**config.mk**
```make
export PLATFORM = sky130hd
export DESIGN_NAME = mm_stream_bridge
export DESIGN_NICKNAME = d
export VERILOG_FILES = /design/src/rtl/sl_pkg.sv /design/src/rtl/sl_fifo.sv /design/src/rtl/sl_regs.sv /design/src/rtl/mm_stream_bridge.sv
export SDC_FILE = /design/constraint.sdc
export NUM_CORES = 1
export LEC_CHECK = 0
export ABC_AREA = 0
export BUFFER_PORTS_ARGS = -buffer_cell sky130_fd_sc_hd__buf_2
export CORE_MARGIN = 2
export CORE_UTILIZATION = 35
export DETAILED_ROUTE_END_ITERATION = 10
export SYNTH_ARGS = -nofsm -noshare
export SYNTH_HDL_FRONTEND = slang
export SYNTH_SLANG_ARGS = --single-unit
```
**constraint.sdc**
```tcl
create_clock -name clk -period 5.8 [get_ports clk]
set_clock_uncertainty 0.2 [all_clocks]
set_input_delay 0.29 -clock clk [delete_from_list [all_inputs] [get_ports clk]]
set_output_delay 0.29 -clock clk [all_outputs]
set_load 0.05 [all_outputs]
```
**src/rtl/sl_pkg.sv**
```systemverilog
package sl_pkg;
  localparam int unsigned WORD_W  = 32;
  localparam int unsigned ENTRY_W = WORD_W + 1;

  // Word offsets (byte address bits 3:2)
  localparam logic [1:0] OFS_CTRL    = 2'd0;
  localparam logic [1:0] OFS_RX_DATA = 2'd1;

  // Control register bit positions
  localparam int unsigned CB_EN       = 0;
  localparam int unsigned CB_RX_LAST  = 1;
  localparam int unsigned CB_RX_EMPTY = 8;
  localparam int unsigned CB_RX_HALF  = 9;
  localparam int unsigned CB_RX_FULL  = 10;
  localparam int unsigned CB_TX_EMPTY = 16;
  localparam int unsigned CB_TX_HALF  = 17;
  localparam int unsigned CB_TX_FULL  = 18;

  typedef struct packed {
    logic empty;
    logic half;
    logic full;
  } fifo_stat_t;
endpackage

```
**src/rtl/sl_fifo.sv**
```systemverilog
module sl_fifo #(
  parameter int unsigned W     = 33,
  parameter int unsigned DEPTH = 8
) (
  input  logic             clk,
  input  logic             rst,
  input  logic             clr,
  input  logic             push,
  input  logic [W-1:0]     din,
  input  logic             pop,
  output logic [W-1:0]     dout,
  output sl_pkg::fifo_stat_t stat
);
  localparam int unsigned AW = (DEPTH > 1) ? $clog2(DEPTH) : 1;
  localparam int unsigned CW = $clog2(DEPTH + 1);
  localparam logic [CW-1:0] FULL_CNT = CW'(DEPTH);
  localparam logic [CW-1:0] HALF_CNT = CW'(DEPTH / 2);
  localparam logic [AW-1:0] LAST_PTR = AW'(DEPTH - 1);

  logic [W-1:0]  mem [DEPTH];
  logic [AW-1:0] wptr, rptr;
  logic [CW-1:0] count;
  logic          do_push, do_pop;

  assign do_push = push && (count != FULL_CNT) && !clr;
  assign do_pop  = pop  && (count != '0) && !clr;

  // Storage without reset so it can map onto RAM
  always_ff @(posedge clk) begin
    if (do_push) mem[wptr] <= din;
  end

  always_ff @(posedge clk) begin
    if (rst || clr) begin
      wptr  <= '0;
      rptr  <= '0;
      count <= '0;
    end else begin
      if (do_push) wptr <= (wptr == LAST_PTR) ? '0 : wptr + 1'b1;
      if (do_pop)  rptr <= (rptr == LAST_PTR) ? '0 : rptr + 1'b1;
      case ({do_push, do_pop})
        2'b10:   count <= count + 1'b1;
        2'b01:   count <= count - 1'b1;
        default: count <= count;
      endcase
    end
  end

  assign dout       = mem[rptr];
  assign stat.empty = (count == '0);
  assign stat.full  = (count == FULL_CNT);
  assign stat.half  = (count >= HALF_CNT);

  // occupancy never passes the depth
  assert_no_overflow_R9: assert property (@(posedge clk) disable iff (rst)
    count <= FULL_CNT);
  // a push into a full FIFO without a pop leaves it unchanged
  assert_full_drop_R9: assert property (@(posedge clk) disable iff (rst)
    (stat.full && push && !pop && !clr) |=> (count == $past(count)));
  // a pop of an empty FIFO without a push leaves it unchanged
  assert_empty_pop_R8: assert property (@(posedge clk) disable iff (rst)
    (stat.empty && pop && !push && !clr) |=> (count == $past(count)));
  // an accepted push grows occupancy by one
  assert_push_grows_R6: assert property (@(posedge clk) disable iff (rst)
    (push && !stat.full && !pop && !clr) |=> (count == $past(count) + 1'b1));
endmodule

```
**src/rtl/sl_regs.sv**
```systemverilog
module sl_regs
  import sl_pkg::*;
(
  input  logic               clk,
  input  logic               rst,
  input  logic               bus_stb,
  input  logic               bus_we,
  input  logic [1:0]         word_ofs,
  input  logic [WORD_W-1:0]  bus_wdata,
  output logic [WORD_W-1:0]  bus_rdata,
  output logic               bus_ack,
  output logic               en,
  output logic               tx_push,
  output logic [ENTRY_W-1:0] tx_entry,
  output logic               rx_pop,
  input  logic [ENTRY_W-1:0] rx_entry,
  input  fifo_stat_t         rx_stat,
  input  fifo_stat_t         tx_stat
);
  logic              rx_last_q;
  logic              rd_ctrl, rd_rx, wr_ctrl;
  logic [WORD_W-1:0] ctrl_word;

  // Bit 3 of the byte address selects the transmit pair, bit 2 marks end of stream
  assign tx_push  = bus_stb && bus_we && word_ofs[1];
  assign tx_entry = {word_ofs[0], bus_wdata};
  assign rx_pop   = bus_stb && !bus_we && (word_ofs == OFS_RX_DATA);
  assign rd_ctrl  = bus_stb && !bus_we && (word_ofs == OFS_CTRL);
  assign rd_rx    = rx_pop;
  assign wr_ctrl  = bus_stb && bus_we && (word_ofs == OFS_CTRL);

  always_comb begin
    ctrl_word              = '0;
    ctrl_word[CB_EN]       = en;
    ctrl_word[CB_RX_LAST]  = rx_last_q;
    ctrl_word[CB_RX_EMPTY] = rx_stat.empty;
    ctrl_word[CB_RX_HALF]  = rx_stat.half;
    ctrl_word[CB_RX_FULL]  = rx_stat.full;
    ctrl_word[CB_TX_EMPTY] = tx_stat.empty;
    ctrl_word[CB_TX_HALF]  = tx_stat.half;
    ctrl_word[CB_TX_FULL]  = tx_stat.full;
  end

  always_ff @(posedge clk) begin
    if (rst) begin
      en        <= 1'b0;
      rx_last_q <= 1'b0;
      bus_ack   <= 1'b0;
      bus_rdata <= '0;
    end else begin
      bus_ack <= bus_stb;
      if (wr_ctrl) en <= bus_wdata[CB_EN];
      if (rd_rx) begin
        if (rx_stat.empty) begin
          bus_rdata <= '0;
          rx_last_q <= 1'b0;
        end else begin
          bus_rdata <= rx_entry[WORD_W-1:0];
          rx_last_q <= rx_entry[WORD_W];
        end
      end else if (rd_ctrl) begin
        bus_rdata <= ctrl_word;
      end else begin
        bus_rdata <= '0;
      end
    end
  end

  // every strobe is acknowledged on the next cycle
  assert_ack_follows_R12: assert property (@(posedge clk) disable iff (rst)
    bus_stb |=> bus_ack);
  // no acknowledge without a strobe
  assert_no_spurious_ack_R12: assert property (@(posedge clk) disable iff (rst)
    !bus_stb |=> !bus_ack);
  // an empty receive pop reads as zero
  assert_empty_read_zero_R8: assert property (@(posedge clk) disable iff (rst)
    (rd_rx && rx_stat.empty) |=> (bus_rdata == '0));
endmodule

```
**src/rtl/mm_stream_bridge.sv**
```systemverilog
module mm_stream_bridge #(
  parameter int unsigned TX_DEPTH = 8,
  parameter int unsigned RX_DEPTH = 8
) (
  input  logic        clk,
  input  logic        rst,
  input  logic        bus_stb,
  input  logic        bus_we,
  input  logic [3:0]  bus_addr,
  input  logic [31:0] bus_wdata,
  output logic [31:0] bus_rdata,
  output logic        bus_ack,
  output logic [31:0] tx_tdata,
  output logic        tx_tlast,
  output logic        tx_tvalid,
  input  logic        tx_tready,
  input  logic [31:0] rx_tdata,
  input  logic        rx_tlast,
  input  logic        rx_tvalid,
  output logic        rx_tready
);
  import sl_pkg::*;

  logic               en, flush;
  logic               tx_push, tx_pop, rx_push, rx_pop;
  logic [ENTRY_W-1:0] tx_entry, tx_head, rx_head;
  fifo_stat_t         tx_stat, rx_stat;
  logic               unused_addr_bits;

  assign unused_addr_bits = ^bus_addr[1:0];
  assign flush = !en;

  sl_regs i_regs (
    .clk       (clk),
    .rst       (rst),
    .bus_stb   (bus_stb),
    .bus_we    (bus_we),
    .word_ofs  (bus_addr[3:2]),
    .bus_wdata (bus_wdata),
    .bus_rdata (bus_rdata),
    .bus_ack   (bus_ack),
    .en        (en),
    .tx_push   (tx_push),
    .tx_entry  (tx_entry),
    .rx_pop    (rx_pop),
    .rx_entry  (rx_head),
    .rx_stat   (rx_stat),
    .tx_stat   (tx_stat)
  );

  sl_fifo #(.W(ENTRY_W), .DEPTH(TX_DEPTH)) i_tx_fifo (
    .clk  (clk),
    .rst  (rst),
    .clr  (flush),
    .push (tx_push),
    .din  (tx_entry),
    .pop  (tx_pop),
    .dout (tx_head),
    .stat (tx_stat)
  );

  sl_fifo #(.W(ENTRY_W), .DEPTH(RX_DEPTH)) i_rx_fifo (
    .clk  (clk),
    .rst  (rst),
    .clr  (flush),
    .push (rx_push),
    .din  ({rx_tlast, rx_tdata}),
    .pop  (rx_pop),
    .dout (rx_head),
    .stat (rx_stat)
  );

  assign tx_tvalid = !tx_stat.empty;
  assign tx_tdata  = tx_head[WORD_W-1:0];
  assign tx_tlast  = tx_head[WORD_W];
  assign tx_pop    = tx_tvalid && tx_tready;

  assign rx_tready = en && !rx_stat.full;
  assign rx_push   = rx_tvalid && rx_tready;

  // a stalled beat keeps its contents until taken or flushed
  assert_tx_hold_R5: assert property (@(posedge clk) disable iff (rst)
    (tx_tvalid && !tx_tready && en) |=>
      (!en || (tx_tvalid && $stable(tx_tdata) && $stable(tx_tlast))));
  // no incoming beat is accepted while disabled
  assert_rx_closed_R6: assert property (@(posedge clk) disable iff (rst)
    !en |-> !rx_tready);
  // after a flush both FIFOs are empty
  assert_flush_empties_R11: assert property (@(posedge clk) disable iff (rst)
    (!en && $past(!en)) |-> (tx_stat.empty && rx_stat.empty));
endmodule

```
==> qor.csv <==
metric,value,unit
"Slowest-stage cell, CP",dfxtp_2,
Synth Flop Type,edfxtp_1,
pin slew with the least headroom to its limit,0.975,ns
Worst path depth,4,
clk slew on worst S/H paths,0.06,ns
CTS Hold Buffers Added,75,
Leakage Power,0.00847,µW
remaining global-route overflow,0,
initial detailed-routing violation count,472,
Post-Place Cells,1963,
Comb pwr share,1.5,%
register share of total power,53.5,%
DR vias,10400,
hold_sp,tx_tready,
Pwr Density,324,mW/mm²
clock latency on the worst-skew pair,0.61,ns
Top delay family on crit path,flip-flops,
critical path launch point type,flop,
Syn Area/Cell,22.0,µm²
number of synthesized flops with an enable pin,528,
Clock Power Share,45.0,%
Area Overhead vs Synth,20.6,%
"FF+latch count, synth",589,
multi-input logic area,0.00483,mm²
Sequential Area,0.0171,mm²
# port buffers,140,
most frequent cells in the layout,"edfxtp_1 (528), buf_2 (140), mux4_2 (132)",
post-DP HPWL,23500,µm
layout cells sized above 1,34.1,%
Initial Utilization,35.2,%
Critical path buffers and inverters,2,
outcome,finished clean,
final critical-path share of the clock period,61.4,%
Synth Net Count,1092,
CTS sink cnt,589,
synth unique cells,47,
Final #Nets,1345,
Switching Fraction,19.3,%
DR pass1 iterations,4,
Int Pwr,6950,µW
CTS max path bufs,3,
post-DR wirelength/cell,20.5,µm
Via density,4.85,
share of the yosys chip area belonging to registers,77.4,%
Worst R2R Setup Slack,2.94,ns
ANT nets after route,0,
Worst Path Max Fanout,37,
max incr delay on CP,0.91,ns
Fin. Hold Viols,0,
vias in the first global route,11300,
first-pass GRT wire length,66800,µm
synth warn,0,
Post-Syn Area,0.0221,mm²
r2r endpoint,i_rx_fifo.count[2],
layout filler cell count,5409,
Die W,255,µm
Synth Instances,1002,
Final GP Congestion,0.702,
largest net degree at the start of global routing,44,
Total Routing Usage GR,13.7,%
post-CTS setup buffers,0,
CP Capture Type,output pin,
Async SR Flop Fraction,0,%
TritonCTS Buffers,61,
Peak VDD IR,0.208,mV
placed cell areas,0.0239,mm²
RSZ-0062 raised after global routing,false,
max-cap viol count,0,
WS Path Type,flop to output pin,
IO Count,143,
initial antenna violation count,3,
final setup vio count,0,
CTS HTree Levels,2,
Design Power,8620,µW
CP cell instances,buf_4 > mux4_2 > mux2_2 > buf_2,
final WL,44200,µm
"commonest non-fill, non-tap cell in the layout",edfxtp_1,
die footprint,0.0651,mm²
Clock Root Buffer,clkbuf_16,
WHS Path Cells,4,
r2r worst-path depth,9,
fin cells,2155,
switching pwr,1670,µW
data arrival time of the worst path,3.07,ns
max-slew violations,0,
cts repair resizes,0,
FMAX,0.281,GHz
fin area,0.0266,mm²
Residual DRC,0,
worst hold path type,primary input to flop,
CTS tree,built,
row cnt,92,
Slew HR,35.0,%
Core Region,0.0627,mm²
Die Ht,255,µm
setup_tns,0,ns
Final Critical Period,3.56,ns
CP required,5.31,ns
R2R Path Start,i_rx_fifo.count[2],
[area by class of cell]
cell class / instances / share of cell area, %
repair buffers: 237 / 6.07
well taps: 846 / 3.98
clock inverters: 41 / 1.53
inverters: 4 / 0.0564
flip-flops and latches: 589 / 64.2
diodes: 1 / 0.00940
clock buffers: 75 / 6.04
multi-input cells: 362 / 18.1
[sequential cells by signal, summed over array words and instances (netlist names), 3 cells and up, named ones only]
register / count
i_regs.bus_rdata: 32
i_rx_fifo.count: 4
i_rx_fifo.mem: 264
i_rx_fifo.rptr: 3
i_rx_fifo.wptr: 3
i_tx_fifo.count: 4
i_tx_fifo.mem: 264
i_tx_fifo.rptr: 3
i_tx_fifo.wptr: 3
[how the worst max path moves through the flow]
| stage | slack, ns | endpoint |
|---|---|---|
| 2_1_floorplan | 1.14 | i_rx_fifo.mem[0][0] |
| 3_3_place_gp | 2.79 | tx_tdata[27] |
| 3_5_place_dp | 2.76 | tx_tdata[27] |
| 4_1_cts | 2.07 | tx_tdata[27] |
| 5_1_grt | 2.06 | tx_tdata[18] |
| 6_report | 2.24 | tx_tdata[24] |
[worst register-to-register path: cells and delay by family (launching register included)]
kind | cells | cell delay (ns)
AND/OR/NAND/NOR | 3 | 1.27
adder cells (fa/ha/maj) | 2 | 0.44
flip-flops | 1 | 0.36
XOR/XNOR | 2 | 0.33
AO/OA/AOI/OAI | 2 | 0.17
[Yosys cell counts (3+ instances only)]
master | count | area [µm²]
nand2b_1 | 6 | 37.5
mux4_2 | 132 | 2970
xor2_1 | 5 | 43.8
nor2_1 | 53 | 199
edfxtp_1 | 528 | 15900
dfxtp_1 | 61 | 1220
clkbuf_1 | 16 | 60.1
nand2_1 | 7 | 26.3
nor2b_1 | 4 | 25.0
buf_2 | 22 | 110
nor3_1 | 7 | 35.0
o21ai_0 | 3 | 15.0
buf_6 | 5 | 56.3
inv_1 | 4 | 15.0
mux2i_1 | 44 | 440
mux2_2 | 33 | 372
ha_1 | 14 | 175
nand3_1 | 4 | 20.0
a21oi_1 | 9 | 45.0
nor3b_1 | 5 | 37.5
o22ai_1 | 9 | 56.3
[metrics by stage]
stage	util [%]	hold slack [ns]	setup WS, ns
3_5_place_dp	38.0	0.297	2.76
3_3_place_gp	38.0	0.277	2.79
2_1_floorplan	-	0.162	1.14
4_1_cts	42.4	0.0788	2.07
6_report	42.4	0.107	2.24
5_1_grt	42.4	0.124	2.06
[metal layers]
layer	GRT usage, %	up-vias	share of wire, %
li1	-	4644	-
met3	2.42	65	4.6
met4	4.13	4	2.0
met5	0	-	0.054
met2	24.9	233	53
met1	16.5	5500	40
[logic make-up (layout without fill, tap and decap cells)]
group / after synthesis / in the layout / share of synthesized area (%)
flip-flops: 589 / 589 / 77.4
multiplexers: 209 / 209 / 17.1
AND/OR/NAND/NOR: 107 / 107 / 2.50
buffers and inverters: 51 / 357 / 1.20
AO/OA/AOI/OAI: 26 / 26 / 0.709
adder cells (fa/ha/maj): 15 / 15 / 0.884
XOR/XNOR: 5 / 5 / 0.198
other: 0 / 1 / 0
[power groups by stage]
stage	Sequential [µW]	Combinational (µW)	Clock (µW)
after floorplan	4710	10.5	0
after global placement	4710	77.0	0
after detailed placement	4710	84.4	0
after CTS	4620	127	3980
after global routing	4610	139	4140
final	4620	126	3880
Power figures use the tool's default switching activity.
